<file path="src/rtl/owm_pkg.sv">
package owm_pkg;

  // Register field placement (decoded by software)
  localparam int FIELD_SMP_LSB = 2;
  localparam int FIELD_WID_LSB = 10;
  localparam int DONE_BIT      = 1;
  localparam int LINE_BIT      = 0;
  localparam int RESULT_LSB    = 8;
  localparam int CMD_ARG_BIT   = 2;

  localparam int BYTE_BITS = 8;

  // Standard slot timings in microseconds
  localparam int RST_LOW_US  = 500;
  localparam int RST_SMP_US  = 65;
  localparam int WR1_LOW_US  = 6;
  localparam int WR1_SMP_US  = 110;
  localparam int WR0_LOW_US  = 80;
  localparam int WR0_SMP_US  = 30;
  localparam int RD_LOW_US   = 6;
  localparam int RD_SMP_US   = 13;

  typedef enum logic [2:0] {
    PS_RAW,
    PS_RESET,
    PS_WR1,
    PS_WR0,
    PS_READ
  } pulseSel_e;

  typedef enum logic [1:0] {
    OP_RESET   = 2'd0,
    OP_WRBIT   = 2'd1,
    OP_RDBYTE  = 2'd2,
    OP_TRIPLET = 2'd3
  } cmdOp_e;

  // Strobes from the sequencer to the datapath and pulse engine
  typedef struct packed {
    logic      startPulse;
    pulseSel_e sel;
    logic      loadRaw;
    logic      clrDone;
    logic      setDone;
    logic      clrResult;
    logic      shiftLeft;
    logic      shiftRight;
  } ctrlStb_t;

endpackage

</file>
<file path="src/rtl/owm_pulse.sv">
module owm_pulse #(
  parameter int WIDTH_BITS  = 10,
  parameter int SAMPLE_BITS = 8,
  parameter int RECOVERY_US = 500
) (
  input  logic                   clk,
  input  logic                   rstN,
  input  logic                   usTick,
  input  logic                   lineIn,
  input  logic                   start,
  input  logic [WIDTH_BITS-1:0]  lowUs,
  input  logic [SAMPLE_BITS-1:0] smpUs,
  output logic                   busy,
  output logic                   lineOe,
  output logic                   pulseDone,
  output logic                   pulseBit
);

  localparam int REC_W  = $clog2(RECOVERY_US + 1);
  localparam int MAX_WS = (WIDTH_BITS > SAMPLE_BITS) ? WIDTH_BITS : SAMPLE_BITS;
  localparam int CNT_W  = (MAX_WS > REC_W) ? MAX_WS : REC_W;

  typedef enum logic [1:0] {PH_IDLE, PH_LOW, PH_REL, PH_REC} phase_e;

  phase_e           phase;
  logic [CNT_W-1:0] cnt;
  logic [CNT_W-1:0] lowLen;
  logic [CNT_W-1:0] smpLen;
  logic [1:0]       syncQ;
  logic             lineSync;

  // Two-flop resynchroniser; idle line is high
  always_ff @(posedge clk) begin
    if (!rstN) syncQ <= 2'b11;
    else       syncQ <= {syncQ[0], lineIn};
  end
  assign lineSync = syncQ[1];

  always_ff @(posedge clk) begin
    if (!rstN) begin
      phase     <= PH_IDLE;
      cnt       <= '0;
      lowLen    <= '0;
      smpLen    <= '0;
      pulseDone <= 1'b0;
      pulseBit  <= 1'b0;
    end else begin
      pulseDone <= 1'b0;
      unique case (phase)
        PH_IDLE: begin
          if (start) begin
            phase  <= PH_LOW;
            cnt    <= '0;
            lowLen <= (lowUs == '0) ? CNT_W'(1) : CNT_W'(lowUs);
            smpLen <= (smpUs == '0) ? CNT_W'(1) : CNT_W'(smpUs);
          end
        end
        PH_LOW: begin
          if (usTick) begin
            if (cnt + CNT_W'(1) == lowLen) begin
              phase <= PH_REL;
              cnt   <= '0;
            end else begin
              cnt <= cnt + CNT_W'(1);
            end
          end
        end
        PH_REL: begin
          if (usTick) begin
            if (cnt + CNT_W'(1) == smpLen) begin
              pulseBit <= lineSync;
              phase    <= PH_REC;
              cnt      <= '0;
            end else begin
              cnt <= cnt + CNT_W'(1);
            end
          end
        end
        PH_REC: begin
          if (usTick) begin
            if (cnt + CNT_W'(1) == CNT_W'(RECOVERY_US)) begin
              phase     <= PH_IDLE;
              pulseDone <= 1'b1;
              cnt       <= '0;
            end else begin
              cnt <= cnt + CNT_W'(1);
            end
          end
        end
        default: phase <= PH_IDLE;
      endcase
    end
  end

  assign busy   = (phase != PH_IDLE);
  assign lineOe = (phase == PH_LOW);


  oe_start_chk: assert property (@(posedge clk) disable iff (!rstN)
    $rose(lineOe) |-> $past(start));


  start_idle_chk: assert property (@(posedge clk) disable iff (!rstN)
    start |-> !busy);


  done_released_chk: assert property (@(posedge clk) disable iff (!rstN)
    pulseDone |-> !lineOe);

endmodule

</file>
<file path="src/rtl/owm_control.sv">
module owm_control
  import owm_pkg::*;
(
  input  logic     clk,
  input  logic     rstN,
  input  logic     regWr,
  input  logic     regAddr,
  input  logic [1:0] cmdOp,
  input  logic     cmdArg,
  input  logic     pulseDone,
  input  logic     pulseBit,
  input  logic     firstBit,
  output ctrlStb_t stb,
  output logic     busy
);

  localparam int CNT_W = $clog2(BYTE_BITS);
  localparam logic [CNT_W-1:0] LAST_SLOT = CNT_W'(BYTE_BITS - 1);

  typedef enum logic [2:0] {
    ST_IDLE, ST_RAW, ST_RESET, ST_WBIT, ST_RBYTE, ST_TRI_A, ST_TRI_B, ST_TRI_W
  } state_e;

  state_e           state, nextState;
  logic [CNT_W-1:0] bitCnt;
  logic             dirQ;

  always_comb begin
    stb       = '0;
    stb.sel   = PS_RAW;
    nextState = state;
    unique case (state)
      ST_IDLE: begin
        if (regWr) begin
          stb.clrDone    = 1'b1;
          stb.startPulse = 1'b1;
          if (!regAddr) begin
            stb.loadRaw = 1'b1;
            stb.sel     = PS_RAW;
            nextState   = ST_RAW;
          end else begin
            stb.clrResult = 1'b1;
            unique case (cmdOp_e'(cmdOp))
              OP_RESET: begin
                stb.sel   = PS_RESET;
                nextState = ST_RESET;
              end
              OP_WRBIT: begin
                stb.sel   = cmdArg ? PS_WR1 : PS_WR0;
                nextState = ST_WBIT;
              end
              OP_RDBYTE: begin
                stb.sel   = PS_READ;
                nextState = ST_RBYTE;
              end
              default: begin
                stb.sel   = PS_READ;
                nextState = ST_TRI_A;
              end
            endcase
          end
        end
      end
      ST_RAW: begin
        if (pulseDone) begin
          stb.setDone = 1'b1;
          nextState   = ST_IDLE;
        end
      end
      ST_RESET, ST_WBIT: begin
        if (pulseDone) begin
          stb.shiftLeft = 1'b1;
          stb.setDone   = 1'b1;
          nextState     = ST_IDLE;
        end
      end
      ST_RBYTE: begin
        if (pulseDone) begin
          stb.shiftRight = 1'b1;
          if (bitCnt == LAST_SLOT) begin
            stb.setDone = 1'b1;
            nextState   = ST_IDLE;
          end else begin
            stb.startPulse = 1'b1;
            stb.sel        = PS_READ;
          end
        end
      end
      ST_TRI_A: begin
        if (pulseDone) begin
          stb.shiftLeft  = 1'b1;
          stb.startPulse = 1'b1;
          stb.sel        = PS_READ;
          nextState      = ST_TRI_B;
        end
      end
      ST_TRI_B: begin
        if (pulseDone) begin
          stb.shiftLeft  = 1'b1;
          stb.startPulse = 1'b1;
          unique case ({firstBit, pulseBit})
            2'b00:   stb.sel = dirQ ? PS_WR1 : PS_WR0;
            2'b01:   stb.sel = PS_WR0;
            default: stb.sel = PS_WR1;
          endcase
          nextState = ST_TRI_W;
        end
      end
      ST_TRI_W: begin
        if (pulseDone) begin
          stb.setDone = 1'b1;
          nextState   = ST_IDLE;
        end
      end
      default: nextState = ST_IDLE;
    endcase
  end

  always_ff @(posedge clk) begin
    if (!rstN) begin
      state  <= ST_IDLE;
      bitCnt <= '0;
      dirQ   <= 1'b0;
    end else begin
      state <= nextState;
      if (state == ST_IDLE) begin
        bitCnt <= '0;
        if (regWr && regAddr) dirQ <= cmdArg;
      end else if (state == ST_RBYTE && pulseDone) begin
        bitCnt <= bitCnt + CNT_W'(1);
      end
    end
  end

  assign busy = (state != ST_IDLE);


  accept_chk: assert property (@(posedge clk) disable iff (!rstN)
    stb.startPulse |-> ((state == ST_IDLE) && regWr) || pulseDone);


  shift_excl_chk: assert property (@(posedge clk) disable iff (!rstN)
    $onehot0({stb.shiftLeft, stb.shiftRight, stb.clrResult}));


  tri_write_chk: assert property (@(posedge clk) disable iff (!rstN)
    (state == ST_TRI_W) |-> $past(state == ST_TRI_W || state == ST_TRI_B));

endmodule

</file>
<file path="src/rtl/owm_datapath.sv">
module owm_datapath
  import owm_pkg::*;
#(
  parameter int WIDTH_BITS  = 10,
  parameter int SAMPLE_BITS = 8
) (
  input  logic                   clk,
  input  logic                   rstN,
  input  logic                   regWr,
  input  logic                   regAddr,
  input  logic [31:0]            regWData,
  input  ctrlStb_t               stb,
  input  logic                   ctrlBusy,
  input  logic                   pulseDone,
  input  logic                   pulseBit,
  output logic [WIDTH_BITS-1:0]  lowUs,
  output logic [SAMPLE_BITS-1:0] smpUs,
  output logic                   firstBit,
  output logic [31:0]            regRData
);

  localparam int WID_TOP = FIELD_WID_LSB + WIDTH_BITS;

  logic [WIDTH_BITS-1:0]  rawW;
  logic [SAMPLE_BITS-1:0] rawS;
  logic [BYTE_BITS-1:0]   result;
  logic                   doneFlag;
  logic                   lastBit;
  logic                   unusedWrBits;

  assign unusedWrBits = ^{regWData[31:WID_TOP], regWData[FIELD_SMP_LSB-1:0]};

  always_ff @(posedge clk) begin
    if (!rstN) begin
      rawW     <= '0;
      rawS     <= '0;
      result   <= '0;
      doneFlag <= 1'b0;
      lastBit  <= 1'b0;
    end else begin
      if (stb.loadRaw) begin
        rawW <= regWData[FIELD_WID_LSB +: WIDTH_BITS];
        rawS <= regWData[FIELD_SMP_LSB +: SAMPLE_BITS];
      end
      if (stb.clrDone)      doneFlag <= 1'b0;
      else if (stb.setDone) doneFlag <= 1'b1;
      if (pulseDone) lastBit <= pulseBit;
      if (stb.clrResult)       result <= '0;
      else if (stb.shiftLeft)  result <= {result[BYTE_BITS-2:0], pulseBit};
      else if (stb.shiftRight) result <= {pulseBit, result[BYTE_BITS-1:1]};
    end
  end

  // Timing selection for the pulse about to start
  always_comb begin
    unique case (stb.sel)
      PS_RESET: begin
        lowUs = WIDTH_BITS'(RST_LOW_US);
        smpUs = SAMPLE_BITS'(RST_SMP_US);
      end
      PS_WR1: begin
        lowUs = WIDTH_BITS'(WR1_LOW_US);
        smpUs = SAMPLE_BITS'(WR1_SMP_US);
      end
      PS_WR0: begin
        lowUs = WIDTH_BITS'(WR0_LOW_US);
        smpUs = SAMPLE_BITS'(WR0_SMP_US);
      end
      PS_READ: begin
        lowUs = WIDTH_BITS'(RD_LOW_US);
        smpUs = SAMPLE_BITS'(RD_SMP_US);
      end
      default: begin
        lowUs = regWData[FIELD_WID_LSB +: WIDTH_BITS];
        smpUs = regWData[FIELD_SMP_LSB +: SAMPLE_BITS];
      end
    endcase
  end

  assign firstBit = result[0];

  always_comb begin
    regRData = '0;
    if (!regAddr) begin
      regRData[FIELD_WID_LSB +: WIDTH_BITS]  = rawW;
      regRData[FIELD_SMP_LSB +: SAMPLE_BITS] = rawS;
    end else begin
      regRData[RESULT_LSB +: BYTE_BITS] = result;
    end
    regRData[DONE_BIT] = doneFlag;
    regRData[LINE_BIT] = lastBit;
  end


  raw_hold_chk: assert property (@(posedge clk) disable iff (!rstN)
    (regWr && ctrlBusy) |=> ($stable(rawW) && $stable(rawS)));


  done_src_chk: assert property (@(posedge clk) disable iff (!rstN)
    $rose(doneFlag) |-> $past(pulseDone));

endmodule

</file>
<file path="src/rtl/onewire_master.sv">
module onewire_master
  import owm_pkg::*;
#(
  parameter int WIDTH_BITS  = 10,
  parameter int SAMPLE_BITS = 8,
  parameter int RECOVERY_US = 500
) (
  input  logic        clk,
  input  logic        rstN,
  input  logic        regWr,
  input  logic        regAddr,
  input  logic [31:0] regWData,
  output logic [31:0] regRData,
  input  logic        usTick,
  input  logic        lineIn,
  output logic        lineOe
);

  ctrlStb_t               stb;
  logic                   ctrlBusy;
  logic                   pulseBusy;
  logic                   pulseDone;
  logic                   pulseBit;
  logic                   firstBit;
  logic [WIDTH_BITS-1:0]  lowUs;
  logic [SAMPLE_BITS-1:0] smpUs;
  logic                   unusedPulseBusy;

  assign unusedPulseBusy = pulseBusy;

  owm_control i_control (
    .clk       (clk),
    .rstN      (rstN),
    .regWr     (regWr),
    .regAddr   (regAddr),
    .cmdOp     (regWData[1:0]),
    .cmdArg    (regWData[CMD_ARG_BIT]),
    .pulseDone (pulseDone),
    .pulseBit  (pulseBit),
    .firstBit  (firstBit),
    .stb       (stb),
    .busy      (ctrlBusy)
  );

  owm_datapath #(
    .WIDTH_BITS  (WIDTH_BITS),
    .SAMPLE_BITS (SAMPLE_BITS)
  ) i_datapath (
    .clk       (clk),
    .rstN      (rstN),
    .regWr     (regWr),
    .regAddr   (regAddr),
    .regWData  (regWData),
    .stb       (stb),
    .ctrlBusy  (ctrlBusy),
    .pulseDone (pulseDone),
    .pulseBit  (pulseBit),
    .lowUs     (lowUs),
    .smpUs     (smpUs),
    .firstBit  (firstBit),
    .regRData  (regRData)
  );

  owm_pulse #(
    .WIDTH_BITS  (WIDTH_BITS),
    .SAMPLE_BITS (SAMPLE_BITS),
    .RECOVERY_US (RECOVERY_US)
  ) i_pulse (
    .clk       (clk),
    .rstN      (rstN),
    .usTick    (usTick),
    .lineIn    (lineIn),
    .start     (stb.startPulse),
    .lowUs     (lowUs),
    .smpUs     (smpUs),
    .busy      (pulseBusy),
    .lineOe    (lineOe),
    .pulseDone (pulseDone),
    .pulseBit  (pulseBit)
  );

endmodule

</file>
<file path="config.mk">
export PLATFORM = sky130hd
export DESIGN_NAME = onewire_master
export DESIGN_NICKNAME = d
export VERILOG_FILES = /design/src/rtl/owm_pkg.sv /design/src/rtl/owm_pulse.sv /design/src/rtl/owm_control.sv /design/src/rtl/owm_datapath.sv /design/src/rtl/onewire_master.sv
export SDC_FILE = /design/constraint.sdc
export NUM_CORES = 1
export LEC_CHECK = 0
export ABC_AREA = 1
export BUFFER_PORTS_ARGS = -buffer_cell sky130_fd_sc_hd__buf_2
export CAP_MARGIN = 25
export CORE_MARGIN = 3
export CORE_UTILIZATION = 56
export CTS_BUF_LIST = sky130_fd_sc_hd__clkbuf_4 sky130_fd_sc_hd__clkbuf_8 sky130_fd_sc_hd__clkbuf_16
export DETAILED_ROUTE_END_ITERATION = 12
export HOLD_SLACK_MARGIN = 0.05
export PLACE_DENSITY_LB_ADDON = 0.25
export SLEW_MARGIN = 20
export SYNTH_ARGS = -nofsm -noshare
export SYNTH_HDL_FRONTEND = slang
export SYNTH_SLANG_ARGS = --single-unit
export TNS_END_PERCENT = 50
</file>
<file path="constraint.sdc">
create_clock -name clk -period 2.7 [get_ports clk]
set_input_delay 0.135 -clock clk [delete_from_list [all_inputs] [get_ports clk]]
set_output_delay 0.135 -clock clk [all_outputs]
set_load 0.1 [all_outputs]
</file>
==> results.sh, run 1 <==
export IMPL_setup_viol=0
export IMPL_dp_slack_ns=0.364
export IMPL_clock_sinks=69
export IMPL_synth_cell_types=40
export IMPL_r2r_slack_ns=0.43
export IMPL_io_buffers=46
export IMPL_htree_levels=3
export IMPL_worst_path_max_fanout=8
export IMPL_cpMostUsedCell="nand2_1"
export IMPL_max_stage_delay_ns=0.39
export IMPL_crit_arrival_ns=2.50
export IMPL_clk_pin_slew_ns=0.08
export IMPL_grt_pass1_vias=3710
export IMPL_synth_edf_count=0
export IMPL_gp_congestion=0.902
export IMPL_synthFlopType="dfxtp_1"
export IMPL_drt_wl_total_mm=9.69
export IMPL_required_ns=2.93
export IMPL_routedWlPerCell_um=12.9
export IMPL_num_rows=29
export IMPL_synth_top_area_share_pct=35.0
export IMPL_grt_met1_usage_pct=29.6
export IMPL_drt_first_pass_iters=5
export IMPL_post_route_util_pct=67.1
export IMPL_post_cts_buffers=0
export IMPL_grt_use_met2_pct=42.2
export IMPL_p_total_mw=3.18
export IMPL_nets=697
export IMPL_reg2reg_from="i_pulse.cnt[1]"
export IMPL_rsz0062_at_grt="no"
export IMPL_ys_ff_latch=69
export IMPL_initial_core_util_pct=60.1
export IMPL_drive_gt1_share_pct=15.4
export IMPL_min_period_ns=2.27
export IMPL_crit_path_cell_trace="ha_1, nand2_1, nor2_1, nand2_1, nand2_1, inv_2, nand2_1, nand3_1, nor2_1, nand4_1, nand2_1, nand3_2, nand3_1, a21oi_1"
export IMPL_max_cap_violations=0
export IMPL_synthToLayoutAreaGrowth_pct=11.7
export IMPL_critPathSlowestCell="dfxtp_1"
export IMPL_setup_worst_path_end="i_pulse.cnt[7]"
export IMPL_diodes=0
export IMPL_finalHoldViolCount=0
export IMPL_p_per_area_nw_per_um2=721
export IMPL_die_x_um=89.9
export IMPL_max_vdd_ir_drop_mv=0.452
export IMPL_path_buf_inv=1
export IMPL_timing_final_ws_setup_ns=0.430
export IMPL_antenna_found_initial=0
export IMPL_netlist_area_um2=3950
export IMPL_drt_iter0_markers=312
export IMPL_clk_latency_ns=0.35
export IMPL_ant_nets=0
export IMPL_dpl_cell_area_um2=4200
export IMPL_yosys_warnings=0
export IMPL_fillers=597
export IMPL_grt_pass1_wl_mm=16.5
export IMPL_status="completed"
export IMPL_crit_cells=14
export IMPL_r2r_end="i_pulse.cnt[7]"
export IMPL_cp_top_family="simple AND/OR/NAND/NOR gates"
export IMPL_crit_path_start="i_pulse.cnt[1]"
export IMPL_yosysSeqAreaShare_pct=35.0
export IMPL_syn_avg_cell_area_um2=6.52
export IMPL_postSynthCellCount=605
export IMPL_slew_viol_final=0
export IMPL_min_path_type="input pin to flip-flop"
export IMPL_end_kind="flip-flop"
export IMPL_dieArea_um2=8090
export IMPL_synth_area_leaders="dfxtp_1, nand2_1, inv_1"
export IMPL_grt_overflow=0
export IMPL_track_usage_pct=24.4
export IMPL_synth_most_common_cell="nand2_1"
export IMPL_fin_tns_setup_ns=0
export IMPL_period_share_pct=84.1
export IMPL_grt_max_degree=39
export IMPL_slew_headroom_pct=54.0
export IMPL_synthTopCellsByCount="nand2_1, dfxtp_1, inv_1"
export IMPL_stdcell_count=749
export IMPL_clock_fmax_mhz=441
export IMPL_met3_usage_pct=5.26
export IMPL_die_y_um=89.9
export IMPL_core_um2=6570
export IMPL_busiest_layer="met2"
export IMPL_final_area_um2=4410
export IMPL_drc_errors=0
export IMPL_synthArstFlopShare_pct=0
export IMPL_tightest_slew_ns=0.690
export IMPL_io_pins=71
export IMPL_critPathLaunchType="flip-flop"
export IMPL_fin_skew_ns=0.0109
export IMPL_dp_cells=730
export IMPL_crit_type="flip-flop to flip-flop"
export IMPL_reg2reg_depth=14
export IMPL_cts_buffers=9
export IMPL_dp_final_hpwl_mm=7.21
export IMPL_vias_per_cell=5.29
export IMPL_yosys_area_top_type="dfxtp_1"
export IMPL_cellLeakagePower_nw=2.08
export IMPL_cts_buffer_depth=2
export IMPL_cts_tree="yes"
export IMPL_num_vias=3960
export IMPL_whs_ns=0.0596
export IMPL_cts_root_buf="clkbuf_8"
-- worst register-to-register path: cells and delay by family (launching register included) --
family          cells  cell delay, ns
buf+inv             1            0.06
simple gates       11            1.38
flops               1            0.39
compound gates      1            0.06
fa+ha+maj           1            0.26
-- repair_timing --
item | in CTS | in global routing
hold buffers | 3 | 0
resized for setup | 0 | 1
endpoints found under the setup margin | 0 | 7
hold endpoints to repair | 3 | 0
-- area by class of cell --
class | instances | area (um^2) | share of cell area [%]
well taps | 93 | 116 | 2.64
inverters | 72 | 270 | 6.13
flip-flops and latches | 69 | 1380 | 31.3
multi-input cells | 443 | 2150 | 48.9
repair buffers | 56 | 313 | 7.10
clock buffers | 10 | 131 | 2.98
clock inverters | 6 | 40.0 | 0.909
-- cells by family (layout without fill, tap and decap cells) --
| group | Yosys count | in the layout | synth area share [%] |
|---|---|---|---|
| xor gates and xnor gates | 4 | 4 | 0.888 |
| AOI/OAI and AO/OA | 105 | 105 | 14.7 |
| and+or+nand+nor | 314 | 314 | 35.3 |
| buffers and inverters | 104 | 144 | 11.5 |
| other | 1 | 12 | 0.0951 |
| adders and majority gates | 8 | 8 | 2.54 |
| DFF | 69 | 69 | 35.0 |
-- sequential cells by signal (all words and copies together) (netlist names), 3 cells and up --
name               count
i_pulse.smpLen         8
i_pulse.cnt           10
i_datapath.rawW       10
i_datapath.result      8
i_pulse.lowLen        10
i_control.state        3
i_control.bitCnt       3
i_datapath.rawS        8
-- power breakdown --
group | switching, mW | internal [mW] | leakage [nW]
logic | 0.861 | 0.341 | 1.43
clock network | 0.412 | 0.342 | 0.0894
registers | 0.0850 | 1.14 | 0.563
-- per-layer routing --
layer | part of all wire, % | vias up
met5 | 0 | -
met1 | 44 | 1786
met3 | 6.6 | 29
met4 | 3.1 | 0
li1 | - | 2000
met2 | 46 | 145
-- placed cells by master, fill, tap and decap left out, drive strengths merged, types with 2 or more instances in the layout --
master       count
conb            12
inv             71
nand3           39
dfxtp           69
o21ai           39
or2              4
nor3             2
ha               8
nor2            67
nand4            9
dlygate4sd3      3
a31oi           10
nand3b           5
a21oi           46
xor2             3
clkbuf          10
clkinv           6
o211ai           3
nand2          187
buf             53
-- worst min path at each step --
stage | startpoint | to | slack, ns | depth (start not counted)
after global placement | lineIn | i_pulse.syncQ[0] | 0.32 | 2
after CTS | regWData[8] | i_datapath.rawS[6] | 0.05 | 3
after global routing | regWData[8] | i_datapath.rawS[6] | 0.06 | 3
after detailed placement | lineIn | i_pulse.syncQ[0] | 0.33 | 2
after floorplan | lineIn | i_pulse.syncQ[0] | 0.24 | 1
final | regWData[15] | i_datapath.rawW[5] | 0.06 | 3
No activity file was read; power rests on OpenSTA's default activity.
==> run 2: changes to the inputs <==
clock period = 2.1 ns   (was 2.7 ns; I/O delays follow)
==> results.sh, run 2 (same netlist as run 1, synthesis figures left out) <==
export IMPL_tightest_slew_ns=0.787
export IMPL_dp_final_hpwl_mm=7.24
export IMPL_fin_tns_setup_ns=0
export IMPL_timing_final_ws_setup_ns=0.0235
export IMPL_die_y_um=89.9
export IMPL_grt_pass1_vias=3738
export IMPL_p_total_mw=4.44
export IMPL_grt_pass1_wl_mm=16.7
export IMPL_reg_top3="i_datapath.rawW: 10 flops, i_pulse.cnt: 10 flops, i_pulse.lowLen: 10 flops"
export IMPL_worst_path_max_fanout=6
export IMPL_fin_skew_ns=0.0100
export IMPL_io_buffers=46
export IMPL_antenna_found_initial=0
export IMPL_cellLeakagePower_nw=2.23
export IMPL_drive_gt1_share_pct=22.8
export IMPL_final_cell_mix="nand2_1, inv_1, dfxtp_1"
export IMPL_clock_fmax_mhz=482
export IMPL_vias_per_cell=5.18
export IMPL_status="completed"
export IMPL_setup_viol=0
export IMPL_required_ns=2.38
export IMPL_htree_levels=3
export IMPL_num_vias=3986
export IMPL_nets=717
export IMPL_io_pins=71
export IMPL_dp_slack_ns=-0.0552
export IMPL_synthToLayoutAreaGrowth_pct=21.5
export IMPL_crit_type="flip-flop to flip-flop"
export IMPL_core_um2=6570
export IMPL_clk_pin_slew_ns=0.07
export IMPL_routedWlPerCell_um=13.0
export IMPL_rsz0062_at_grt="yes"
export IMPL_drt_iter0_markers=324
export IMPL_grt_max_degree=38
export IMPL_dp_cells=742
export IMPL_clock_sinks=69
export IMPL_post_route_util_pct=73.0
export IMPL_grt_overflow=0
export IMPL_period_share_pct=98.9
export IMPL_crit_arrival_ns=2.36
export IMPL_p_per_area_nw_per_um2=926
export IMPL_track_usage_pct=24.5
export IMPL_dpl_cell_area_um2=4310
export IMPL_critPathLaunchType="flip-flop"
export IMPL_drt_wl_total_mm=10.0
export IMPL_max_cap_violations=0
export IMPL_whs_ns=0.0585
export IMPL_final_area_um2=4790
export IMPL_end_kind="flip-flop"
export IMPL_dieArea_um2=8090
export IMPL_min_period_ns=2.08
export IMPL_layout_commonest_cell="nand2_1"
export IMPL_slew_viol_final=0
export IMPL_cts_buffer_depth=2
export IMPL_drt_first_pass_iters=5
export IMPL_diodes=0
export IMPL_min_path_type="input pin to flip-flop"
export IMPL_cts_root_buf="clkbuf_8"
export IMPL_drc_errors=0
export IMPL_finalHoldViolCount=0
export IMPL_cts_tree="yes"
export IMPL_slew_headroom_pct=47.4
export IMPL_stdcell_count=769
export IMPL_num_rows=29
export IMPL_initial_core_util_pct=60.1
export IMPL_gp_congestion=0.874
export IMPL_die_x_um=89.9
export IMPL_ant_nets=0
export IMPL_clk_latency_ns=0.34
export IMPL_max_vdd_ir_drop_mv=0.608
export IMPL_cts_buffers=9
-- run 2: cell types whose count changed in the layout (fill, tap and decap cells not counted), sizes merged --
cell         delta
buf            +15
dlygate4sd3     +5
clkinv          -4
clkbuf          +3
bufinv          +1
-- run 2: worst max-delay path, cell delays in order (launching register included) --
cell and delay, ns:
dfxtp_2 0.36, buf_6 0.13, nand3_1 0.12, inv_2 0.11, nand3_1 0.13, nand3_1 0.12
nand2_1 0.07, nor2_2 0.14, nand4_1 0.17, nand2_2 0.15, buf_6 0.12, nand4_1 0.13
nand2_1 0.10, nand2_1 0.05, nor2_1 0.11
-- run 2: worst paths after layout --
check	to	start	depth (start not counted)	slack [ns]
min reg2reg	i_pulse.syncQ[1]	i_pulse.syncQ[0]	1	0.42
max	i_pulse.phase[1]	i_pulse.cnt[0]	14	0.02
min	i_datapath.rawS[4]	regWData[6]	3	0.06
max reg2reg	i_pulse.phase[1]	i_pulse.cnt[0]	14	0.02
-- run 2: cell type report --
type	count	area [um^2]
fill	529	1780
timing repair buffer	76	515
multi-input combinational	443	2270
clock buffer	13	173
inverter	72	273
tap	93	116
clock inverter	3	42.5
sequential	69	1400
-- run 2: power by group --
part | switching, mW | total (mW) | internal (mW)
Combinational | 1.16 | 1.71 | 0.557
Clock | 0.494 | 1.15 | 0.658
Sequential | 0.110 | 1.57 | 1.46
-- run 2: layer usage --
metal | share of wire [%] | GRT usage [%]
met5 | 0 | 0
met2 | 48 | 41.3
met4 | 2.4 | 9.18
met3 | 6.1 | 3.84
met1 | 44 | 31.6
-- run 2: repair_timing --
item	in CTS	in global routing
pin swaps	0	17
buffers inserted	0	3
endpoints found under the hold margin	8	0
endpoints found under the setup margin	10	18
cloned	0	0
hold buffers	8	0
resized for setup	5	49
